[config.mk]
export PLATFORM = sky130hd
export DESIGN_NAME = trace_capture
export DESIGN_NICKNAME = d
export VERILOG_FILES = /design/src/rtl/trc_pkg.sv /design/src/rtl/trc_regs.sv /design/src/rtl/trc_filter.sv /design/src/rtl/trc_buf.sv /design/src/rtl/trace_capture.sv
export SDC_FILE = /design/constraint.sdc
export NUM_CORES = 2
export LEC_CHECK = 0
export BUFFER_PORTS_ARGS = -buffer_cell sky130_fd_sc_hd__buf_2
export CORE_MARGIN = 5
export CORE_UTILIZATION = 45
export CTS_BUF_LIST = sky130_fd_sc_hd__clkbuf_2 sky130_fd_sc_hd__clkbuf_4 sky130_fd_sc_hd__clkbuf_8
export DETAILED_ROUTE_END_ITERATION = 7
export PLACE_DENSITY = 0.56
export SYNTH_ARGS = -nofsm -noshare
export SYNTH_HDL_FRONTEND = slang
export SYNTH_SLANG_ARGS = --single-unit
export TNS_END_PERCENT = 5
[constraint.sdc]
create_clock -name clk -period 4.9 [get_ports clk]
set_input_delay 0.735 -clock clk [delete_from_list [all_inputs] [get_ports clk]]
set_output_delay 0.735 -clock clk [all_outputs]
set_load 0.01 [all_outputs]
[src/rtl/trc_pkg.sv]
`timescale 1ns/1ps
package trc_pkg;
  typedef enum logic [1:0] {
    MODE_FLOW = 2'b00,
    MODE_LOOP = 2'b01,
    MODE_BUS  = 2'b10,
    MODE_PC   = 2'b11
  } trc_mode_e;

  typedef enum logic [1:0] {
    SES_IDLE = 2'b00,
    SES_WAIT = 2'b01,
    SES_RUN  = 2'b10
  } trc_ses_e;

  localparam logic [1:0] TAG_FLOW = 2'b01;
  localparam logic [1:0] TAG_BUS  = 2'b10;
  localparam logic [1:0] TAG_PC   = 2'b11;

  typedef struct packed {
    logic      align;
    trc_mode_e mode;
    logic      en;
  } trc_ctl_t;
endpackage

[src/rtl/trc_regs.sv]
`timescale 1ns/1ps
module trc_regs
  import trc_pkg::*;
(
  input  logic       clk,
  input  logic       rst_n,
  input  logic       wr,
  input  logic [7:0] wdata,
  input  logic       secure,
  input  logic       armed,
  output trc_ctl_t   ctl,
  output logic [7:0] rdata
);
  trc_ctl_t ctl_q, ctl_d;
  logic     load;
  logic     unused_hi;

  assign unused_hi = ^wdata[7:4];
  assign load      = wr && !armed;

  always_comb begin
    ctl_d = ctl_q;
    if (load) begin
      ctl_d.mode  = trc_mode_e'(wdata[2:1]);
      ctl_d.align = wdata[3];
      if (!secure) ctl_d.en = wdata[0];
    end
  end

  always_ff @(posedge clk or negedge rst_n) begin
    if (!rst_n)    ctl_q <= '0;
    else if (load) ctl_q <= ctl_d;
  end

  assign ctl   = ctl_q;
  assign rdata = {4'b0000, ctl_q};
endmodule

[src/rtl/trc_filter.sv]
`timescale 1ns/1ps
module trc_filter
  import trc_pkg::*;
#(
  parameter int W  = 16,
  localparam int EW = 2*W + 3
) (
  input  logic          clk,
  input  logic          rst_n,
  input  trc_mode_e     mode,
  input  logic          clr,
  input  logic          store,
  input  logic          cof_vld,
  input  logic [W-1:0]  cof_src,
  input  logic [W-1:0]  cof_dst,
  input  logic          ins_vld,
  input  logic [W-1:0]  ins_pc,
  input  logic          bus_vld,
  input  logic          bus_wr,
  input  logic [W-1:0]  bus_addr,
  input  logic [W-1:0]  bus_data,
  output logic          cand_vld,
  output logic [EW-1:0] cand
);
  logic         last_vld_q, last_vld_d;
  logic [W-1:0] last_src_q, last_dst_q;
  logic         last_ld, repeat_hit, flow_mode;

  assign flow_mode  = (mode == MODE_FLOW) || (mode == MODE_LOOP);
  assign repeat_hit = last_vld_q && (cof_src == last_src_q) && (cof_dst == last_dst_q);

  always_comb begin
    cand_vld = 1'b0;
    cand     = {TAG_FLOW, 1'b0, cof_src, cof_dst};
    unique case (mode)
      MODE_FLOW: cand_vld = cof_vld;
      MODE_LOOP: cand_vld = cof_vld && !repeat_hit;
      MODE_BUS: begin
        cand_vld = bus_vld;
        cand     = {TAG_BUS, bus_wr, bus_addr, bus_data};
      end
      MODE_PC: begin
        cand_vld = ins_vld;
        cand     = {TAG_PC, 1'b0, ins_pc, {W{1'b0}}};
      end
      default: cand_vld = 1'b0;
    endcase
  end

  assign last_ld    = clr || (store && flow_mode);
  assign last_vld_d = !clr;

  always_ff @(posedge clk or negedge rst_n) begin
    if (!rst_n) begin
      last_vld_q <= 1'b0;
      last_src_q <= '0;
      last_dst_q <= '0;
    end else if (last_ld) begin
      last_vld_q <= last_vld_d;
      last_src_q <= cof_src;
      last_dst_q <= cof_dst;
    end
  end
endmodule

[src/rtl/trc_buf.sv]
`timescale 1ns/1ps
module trc_buf #(
  parameter int W     = 16,
  parameter int DEPTH = 64,
  localparam int EW = 2*W + 3,
  localparam int AW = $clog2(DEPTH),
  localparam int CW = $clog2(DEPTH + 1)
) (
  input  logic          clk,
  input  logic          rst_n,
  input  logic          clr,
  input  logic          wr,
  input  logic [EW-1:0] wdata,
  input  logic          rd,
  output logic [CW-1:0] cnt,
  output logic          rd_vld,
  output logic [EW-1:0] rd_data
);
  localparam logic [CW-1:0] FULL = CW'(DEPTH);

  logic [EW-1:0] mem [DEPTH];
  logic [AW-1:0] wptr_q, wptr_d, rd_addr;
  logic [CW-1:0] cnt_q, cnt_d, ridx_q, ridx_d;
  logic          rd_hit, rd_vld_q;
  logic [EW-1:0] rd_data_q;

  assign rd_hit  = rd && (ridx_q < cnt_q);
  assign rd_addr = wptr_q - cnt_q[AW-1:0] + ridx_q[AW-1:0];

  always_comb begin
    wptr_d = wptr_q;
    cnt_d  = cnt_q;
    ridx_d = ridx_q;
    if (clr) begin
      wptr_d = '0;
      cnt_d  = '0;
      ridx_d = '0;
    end else begin
      if (wr) begin
        wptr_d = wptr_q + 1'b1;
        if (cnt_q != FULL) cnt_d = cnt_q + 1'b1;
      end
      if (rd_hit) ridx_d = ridx_q + 1'b1;
    end
  end

  always_ff @(posedge clk) begin
    if (wr && !clr) mem[wptr_q] <= wdata;
  end

  always_ff @(posedge clk or negedge rst_n) begin
    if (!rst_n) begin
      wptr_q    <= '0;
      cnt_q     <= '0;
      ridx_q    <= '0;
      rd_vld_q  <= 1'b0;
      rd_data_q <= '0;
    end else begin
      wptr_q   <= wptr_d;
      cnt_q    <= cnt_d;
      ridx_q   <= ridx_d;
      rd_vld_q <= rd_hit;
      if (rd_hit) rd_data_q <= mem[rd_addr];
    end
  end

  assign cnt     = cnt_q;
  assign rd_vld  = rd_vld_q;
  assign rd_data = rd_data_q;
endmodule

[src/rtl/trace_capture.sv]
`timescale 1ns/1ps
module trace_capture
  import trc_pkg::*;
#(
  parameter int W     = 16,
  parameter int DEPTH = 64,
  localparam int EW = 2*W + 3,
  localparam int CW = $clog2(DEPTH + 1)
) (
  input  logic          clk,
  input  logic          rst_n,
  input  logic          reg_wr,
  input  logic [7:0]    reg_wdata,
  output logic [7:0]    reg_rdata,
  input  logic          secure,
  input  logic          arm,
  input  logic          trig,
  output logic          armed,
  input  logic          cof_vld,
  input  logic [W-1:0]  cof_src,
  input  logic [W-1:0]  cof_dst,
  input  logic          ins_vld,
  input  logic [W-1:0]  ins_pc,
  input  logic          bus_vld,
  input  logic          bus_wr,
  input  logic [W-1:0]  bus_addr,
  input  logic [W-1:0]  bus_data,
  input  logic          rd_req,
  output logic          rd_vld,
  output logic [EW-1:0] rd_data
);
  localparam logic [CW-1:0] LAST = CW'(DEPTH - 1);

  logic [1:0]    rsync_q;
  logic          rst_i_n;
  trc_ctl_t      ctl;
  trc_ses_e      st_q, st_d;
  logic          clr, store, cand_vld, rd_ok;
  logic [EW-1:0] cand;
  logic [CW-1:0] buf_cnt;

  always_ff @(posedge clk or negedge rst_n) begin
    if (!rst_n) rsync_q <= 2'b00;
    else        rsync_q <= {rsync_q[0], 1'b1};
  end
  assign rst_i_n = rsync_q[1];

  trc_regs u_regs (
    .clk(clk), .rst_n(rst_i_n), .wr(reg_wr), .wdata(reg_wdata),
    .secure(secure), .armed(armed), .ctl(ctl), .rdata(reg_rdata)
  );

  trc_filter #(.W(W)) u_filt (
    .clk(clk), .rst_n(rst_i_n), .mode(ctl.mode), .clr(clr), .store(store),
    .cof_vld(cof_vld), .cof_src(cof_src), .cof_dst(cof_dst),
    .ins_vld(ins_vld), .ins_pc(ins_pc),
    .bus_vld(bus_vld), .bus_wr(bus_wr), .bus_addr(bus_addr), .bus_data(bus_data),
    .cand_vld(cand_vld), .cand(cand)
  );

  always_comb begin
    st_d  = st_q;
    clr   = 1'b0;
    store = 1'b0;
    unique case (st_q)
      SES_IDLE: begin
        if (arm) begin
          clr  = 1'b1;
          st_d = (ctl.align && ctl.en) ? SES_WAIT : SES_RUN;
        end
      end
      SES_WAIT: begin
        if (trig) begin
          store = cand_vld;
          st_d  = SES_RUN;
        end
      end
      SES_RUN: begin
        store = ctl.en && cand_vld;
        if (trig && (!ctl.align || !ctl.en))      st_d = SES_IDLE;
        else if (ctl.align && store && buf_cnt == LAST) st_d = SES_IDLE;
      end
      default: st_d = SES_IDLE;
    endcase
  end

  always_ff @(posedge clk or negedge rst_i_n) begin
    if (!rst_i_n) st_q <= SES_IDLE;
    else          st_q <= st_d;
  end

  assign armed = (st_q != SES_IDLE);
  assign rd_ok = rd_req && !armed && ctl.en;

  trc_buf #(.W(W), .DEPTH(DEPTH)) u_buf (
    .clk(clk), .rst_n(rst_i_n), .clr(clr), .wr(store), .wdata(cand),
    .rd(rd_ok), .cnt(buf_cnt), .rd_vld(rd_vld), .rd_data(rd_data)
  );
endmodule

# Word level (Yosys, flattened, before mapping)
# Memories as Yosys holds them, arrays and structs flattened. A register that Yosys moved wholly into a read port is not among the register bits.
# Cells that the tools add are included.
# word_totals
reg_bits,62
latchBits,0
mem_bits_rw,2240
romBits,0
inputBits,99
word_cells,85
n_memories,1
# op_classes
add_sub_neg,5
mul,0
n_div,0
order_cmp,1
eq_ne,12
shift,0
muxes,21
n_bitwise,1
reduce_logical,32
# memory_table
name,words,width,rd,rd_ports_with_merged_regs,write_ports,line_no,source
u_buf.mem,64,35,1,1,1,trc_buf.sv:21,logic [EW-1:0] mem [DEPTH];
# op_table
operator,count
35-bit one-hot mux with 2 select lines,1
7-bit 2-to-1 mux,5
16-bit equality test,2
7-bit by 1-bit adder with 7-bit output (second input constant),2
1-bit logical AND,14
6-bit 2-to-1 mux,2
2-bit 2-to-1 mux,5
2-bit nonzero test,4
7-bit by 6-bit equality test with 1-bit output (second input constant),1
7-bit < comparator,1
7-bit inequality test (second input constant),1
6-bit by 1-bit adder with 6-bit output (second input constant),1
6-bit adder,1
2-bit equality test (second input constant),3
1-bit logical NOT,6
2-bit one-hot mux with 3 select lines,1
6-bit subtractor,1
1-bit 2-to-1 mux,5
2-bit by 1-bit equality test with 1-bit output (second input constant),2
2-bit logical NOT,2
2-bit inequality test (second input constant),2
1-bit one-hot mux with 4 select lines,1
2-bit AND reduction,2
1-bit logical OR,3
other kinds (4),4

# Longest topological paths before layout
# logic_depth
ltp_word,12
mapped_depth,16
depth_no_buf,12

# Hierarchy
# From an unflattened synthesis, not the netlist that was laid out.
# hier_totals
cells_unflattened,4354
hier_area_um2,91129.9
# by_module_without_submodules
mod,n_inst,cells_per_inst,area_each_um2,seq_area_each_um2
trc_buf,1,4059,88438.6,68665.9
trc_filter,1,248,2179.6,825.8
trace_capture,1,28,261.5,100.1
trc_regs,1,19,250.2,100.1

# Worst setup path after synthesis
# Ideal clock, no wire load.
# synth_path
path_type,input-to-reg
startpoint,input port trig
endpoint,"memory u_buf.mem[31][0] (netlist bit), enable pin"
arrival_time_ps,5112
path_slack_ps,-727
cell_stages,6
n_path_buf,1
path_cell_list,a22o_1 nand2_1 o21bai_1 or3_1 buf_2 nor4_1
# synth_between
elab_chain_cells,5
# synth_lines
element,line_no,source
start: declaration,trace_capture.sv:17,"input logic trig,"
1-bit 2-to-1 mux,trace_capture.sv:73,if (trig) begin
1-bit one-hot mux with 2 select lines,trace_capture.sv:65,unique case (st_q)
1-bit logical AND,trc_buf.sv:48,if (wr && !clr) mem[wptr_q] <= wdata;
1-bit 2-to-1 mux,trc_buf.sv:48,
1-bit 2-to-1 mux (implied by the code),trc_buf.sv:48,
end: declaration,trc_buf.sv:21,
# No other way between the ends.

# Worst setup path after layout
# layout_path
startpoint,register u_buf.wptr_q[0]
endpoint,register u_buf.rd_data_q[31] (netlist: u_buf.rd_data[31]) (read register of u_buf.mem)
# layout_between
elab_chain_cells,2
# layout_lines
element,line_no,source
start: declaration,trc_buf.sv:22,"logic [AW-1:0] wptr_q, wptr_d, rd_addr;"
start signal: assignment,trc_buf.sv:59,wptr_q <= wptr_d;
6-bit subtractor,trc_buf.sv:28,assign rd_addr = wptr_q - cnt_q[AW-1:0] + ridx_q[AW-1:0];
6-bit adder,trc_buf.sv:28,
end: declaration,trc_buf.sv:25,logic [EW-1:0] rd_data_q;
# No other way between the ends.
# A chain may end at the register's enable or synchronous reset.

==> reports/metrics.csv <==
metric,value,unit
num-fill-cells,15970,
synth_cells,4439,
cts_sinks,2337,
synth_top_area_cell,edfxtp_1,
r2r_end,u_buf.rd_data[31]$_DFFE_PN0P_,
r2r-start,u_buf.wptr_q[0]$_DFFE_PN0P_,
gr-total-overflow,0,
core_area,202100,um2
synthArstFlopShare,4.151,%
grt_use_met3,5.385,%
maxCapViolations,0,
dieArea,212000,um2
switching_power,26.51,mW
syn_avg_cell_area,20.57,um2
yosysSeqAreaShare,76.33,%
hold_path_depth,3,
grt_use_total,22.93,%
viasPerCell,5.812,
status,finished clean,
drive_gt1_share,32.58,%
swShare,36.17,%
clock_path_buffers,4,
synth_ff_type,edfxtp_1,
tritoncts,built,
drtAntennaViolNets,0,
initial_utilization,45.18,%
drt_iter0_markers,5056,
rsz0062_at_grt,no,
first_global_vias,47710,
p_seq_share,34.5,%
dpl_cell_area,97420,um2
power.share.clock,23.1,%
crit_arrival,5.43,ns
synth_edf_count,2240,
period_share,91.55,%
path_buf_inv,4,
portBuffers,135,
numCtsBuffers,396,
met2_usage,35.87,%
cts_resized,0,
wl_per_cell,30.43,um
htreeDepth,5,
dieHeight,460.5,um
synth_seq_cells,2337,
ioPinCount,144,
p_total,73.28,mW
p_per_area,695.1,nW/um2
ff2ff_path_depth,13,
crit_start,u_buf.wptr_q[0]$_DFFE_PN0P_,
synth_area,91310,um2
crit_slowest_cell,fa_4,
dieWidth,460.5,um
slew_violations,0,
worst_pin_slew,1.086,ns
synth_warnings,0,
share_comb_of_total_power,42.4,%
period_needed,4.486,ns
intPower,46.77,mW
syn2layout_area_growth,15.46,%
synth_cell_types,66,
grt_max_degree,84,
crit_chain,"clkinv_1, ha_1, inv_1, ha_4, fa_4, buf_12, buf_4, mux4_2, nand2_1, and3_1, a31oi_1, a32oi_1, o211ai_1",
hold_violations,0,
ctsRootBufferMaster,clkbuf_8,
grt.busiest_layer,met2,
finalInstanceArea,105400,um2
drcViolationCount,0,
fmax,222.9,MHz
maxSlewHeadroom,27.58,%
gp_congestion,0.7782,
grt_use_met1,32.96,%
synth.top_cell.area_share,73.67,%
start_kind,register,
yosysMostFrequentCell,edfxtp_1,
holdCritPathClass,in2reg,
path_delay_family,adder cells,
hpwlAfterDp,134200,um
cp_num_cells,13,
vias,46360,
finClkSkew,0.07009,ns
rows,165,
crit_path_end,u_buf.rd_data[31]$_DFFE_PN0P_,
leakagePower,33.85,nW
critPathKind,reg2reg,
antenna_found_initial,19,
netlist_top_cells_count,"edfxtp_1 (2240), mux4_2 (596), nand2_1 (437)",
path_max_fanout,58,
first_pass_iters,6,
synthTopCellsByArea,"edfxtp_1 (74%), mux4_2 (15%), dfrtp_1 (2.7%)",
critPathCaptureType,register,
nNetsFinal,5118,
peakVddDrop,0.7510,mV
required,5.84,ns
cts_setup_buffers,0,
clk_latency,1.06,ns
setup_viol,0,
clk_pin_slew,0.06,ns
wirelength,242700,um
ff2ff_setup_slack,0.41,ns
grt_pass1_wl,346700,um
max_stage_delay,1.12,ns
how the worst min path moves through the flow:
stage	from	to
after global placement	rsync_q[0]$_DFF_PN0_	rsync_q[1]$_DFF_PN0_
after CTS	trig	st_q[0]$_DFFE_PN0P_
final	trig	st_q[0]$_DFFE_PN0P_
after global routing	secure	u_regs.ctl[0]$_DFFE_PN0P_
after floorplan	rsync_q[0]$_DFF_PN0_	rsync_q[1]$_DFF_PN0_
after detailed placement	rsync_q[0]$_DFF_PN0_	rsync_q[1]$_DFF_PN0_
registers in the layout (all words and copies together), names as in the netlist, 4 cells and up:
name / flops
u_filt.last_src_q: 16
u_buf.ridx_q: 7
u_buf.wptr_q: 6
u_filt.last_dst_q: 16
u_buf.rd_data: 35
u_buf.cnt: 7
u_regs.ctl: 4
u_buf.mem: 2240
tightest hold or removal path: stages:
cell      delay [ns]
buf_2           0.11
o221ai_1        0.14
mux2i_1         0.14
cell type report:
class	instances	area, um2	area share, %
clock buffer	549	6724	6.378
sequential	2337	69700	66.11
multi-input combinational	1801	21090	20.01
timing repair buffer	410	3488	3.309
antenna	12	30.03	0.02848
inverter	49	183.9	0.1745
clock inverter	146	860.8	0.8165
tap	2672	3343	3.171
layer usage:
layer / wire [um] / vias up
met5: 7 / -
met4: 4941 / 2
met3: 20660 / 373
met2: 114400 / 1862
met1: 102700 / 24840
li1: - / 19280
cells by family after synthesis:
kind of cell / Yosys count / synth area share (%)
flops: 2337 / 76.33
simple gates: 838 / 3.935
mux: 672 / 15.60
buf+inv: 304 / 1.584
compound gates: 207 / 1.636
xor+xnor: 55 / 0.5440
fa+ha+maj: 24 / 0.3700
other cells: 2 / 0.008225
metrics by stage:
stage / setup WS (ns) / std cells / hold WS [ns] / TNS [ns] / utilization, %
global route: 0.2488 / 7969 / 0.05657 / 0 / 52.15
finish: 0.4138 / 7976 / 0.1240 / 0 / 52.16
floorplan: -0.7266 / 4442 / 0.3312 / -50.86 / -
CTS: 0.4612 / 7964 / 0.003231 / 0 / 52.15
detailed placement: 0.4488 / 7230 / 0.3347 / 0 / 48.20
global placement: 0.5040 / 7230 / 0.3323 / 0 / 48.20
cells in the final DEF, fill, tap and decap left out, drive strengths merged, types with 12 or more instances in the layout:
master / Yosys / final
a21o: 16 / 16
nor2: 153 / 153
and3: 21 / 21
a21oi: 40 / 40
inv: 48 / 50
edfxtp: 2240 / 2240
a32o: 20 / 20
dfrtp: 97 / 97
nor3: 14 / 14
xnor2: 31 / 31
diode: 0 / 12
a32oi: 21 / 21
o21ai: 21 / 21
or3: 27 / 27
xor2: 23 / 23
o211ai: 21 / 21
nand2: 437 / 437
mux4: 596 / 596
nand3: 146 / 146
a31oi: 34 / 34
mux2i: 39 / 39
a311oi: 16 / 16
clkbuf: 101 / 549
buf: 154 / 371
clkinv: 1 / 132
mux2: 37 / 37
dlygate4sd3: 0 / 39
ha: 19 / 19
power by group through the flow:
stage / combinational [mW] / clock (mW) / sequential [mW]
after global placement: 31.0 / 0 / 25.7
after global routing: 33.2 / 18.3 / 25.3
final: 31.1 / 16.9 / 25.3
after CTS: 31.4 / 17.3 / 25.3
after detailed placement: 31.3 / 0 / 25.7
after floorplan: 19.7 / 0 / 25.9
repair_timing:
action,CTS,global route
endpoints found under the setup margin,0,0
endpoints found under the hold margin,39,0
hold buffers,39,0
Power figures use the tool's default switching activity.
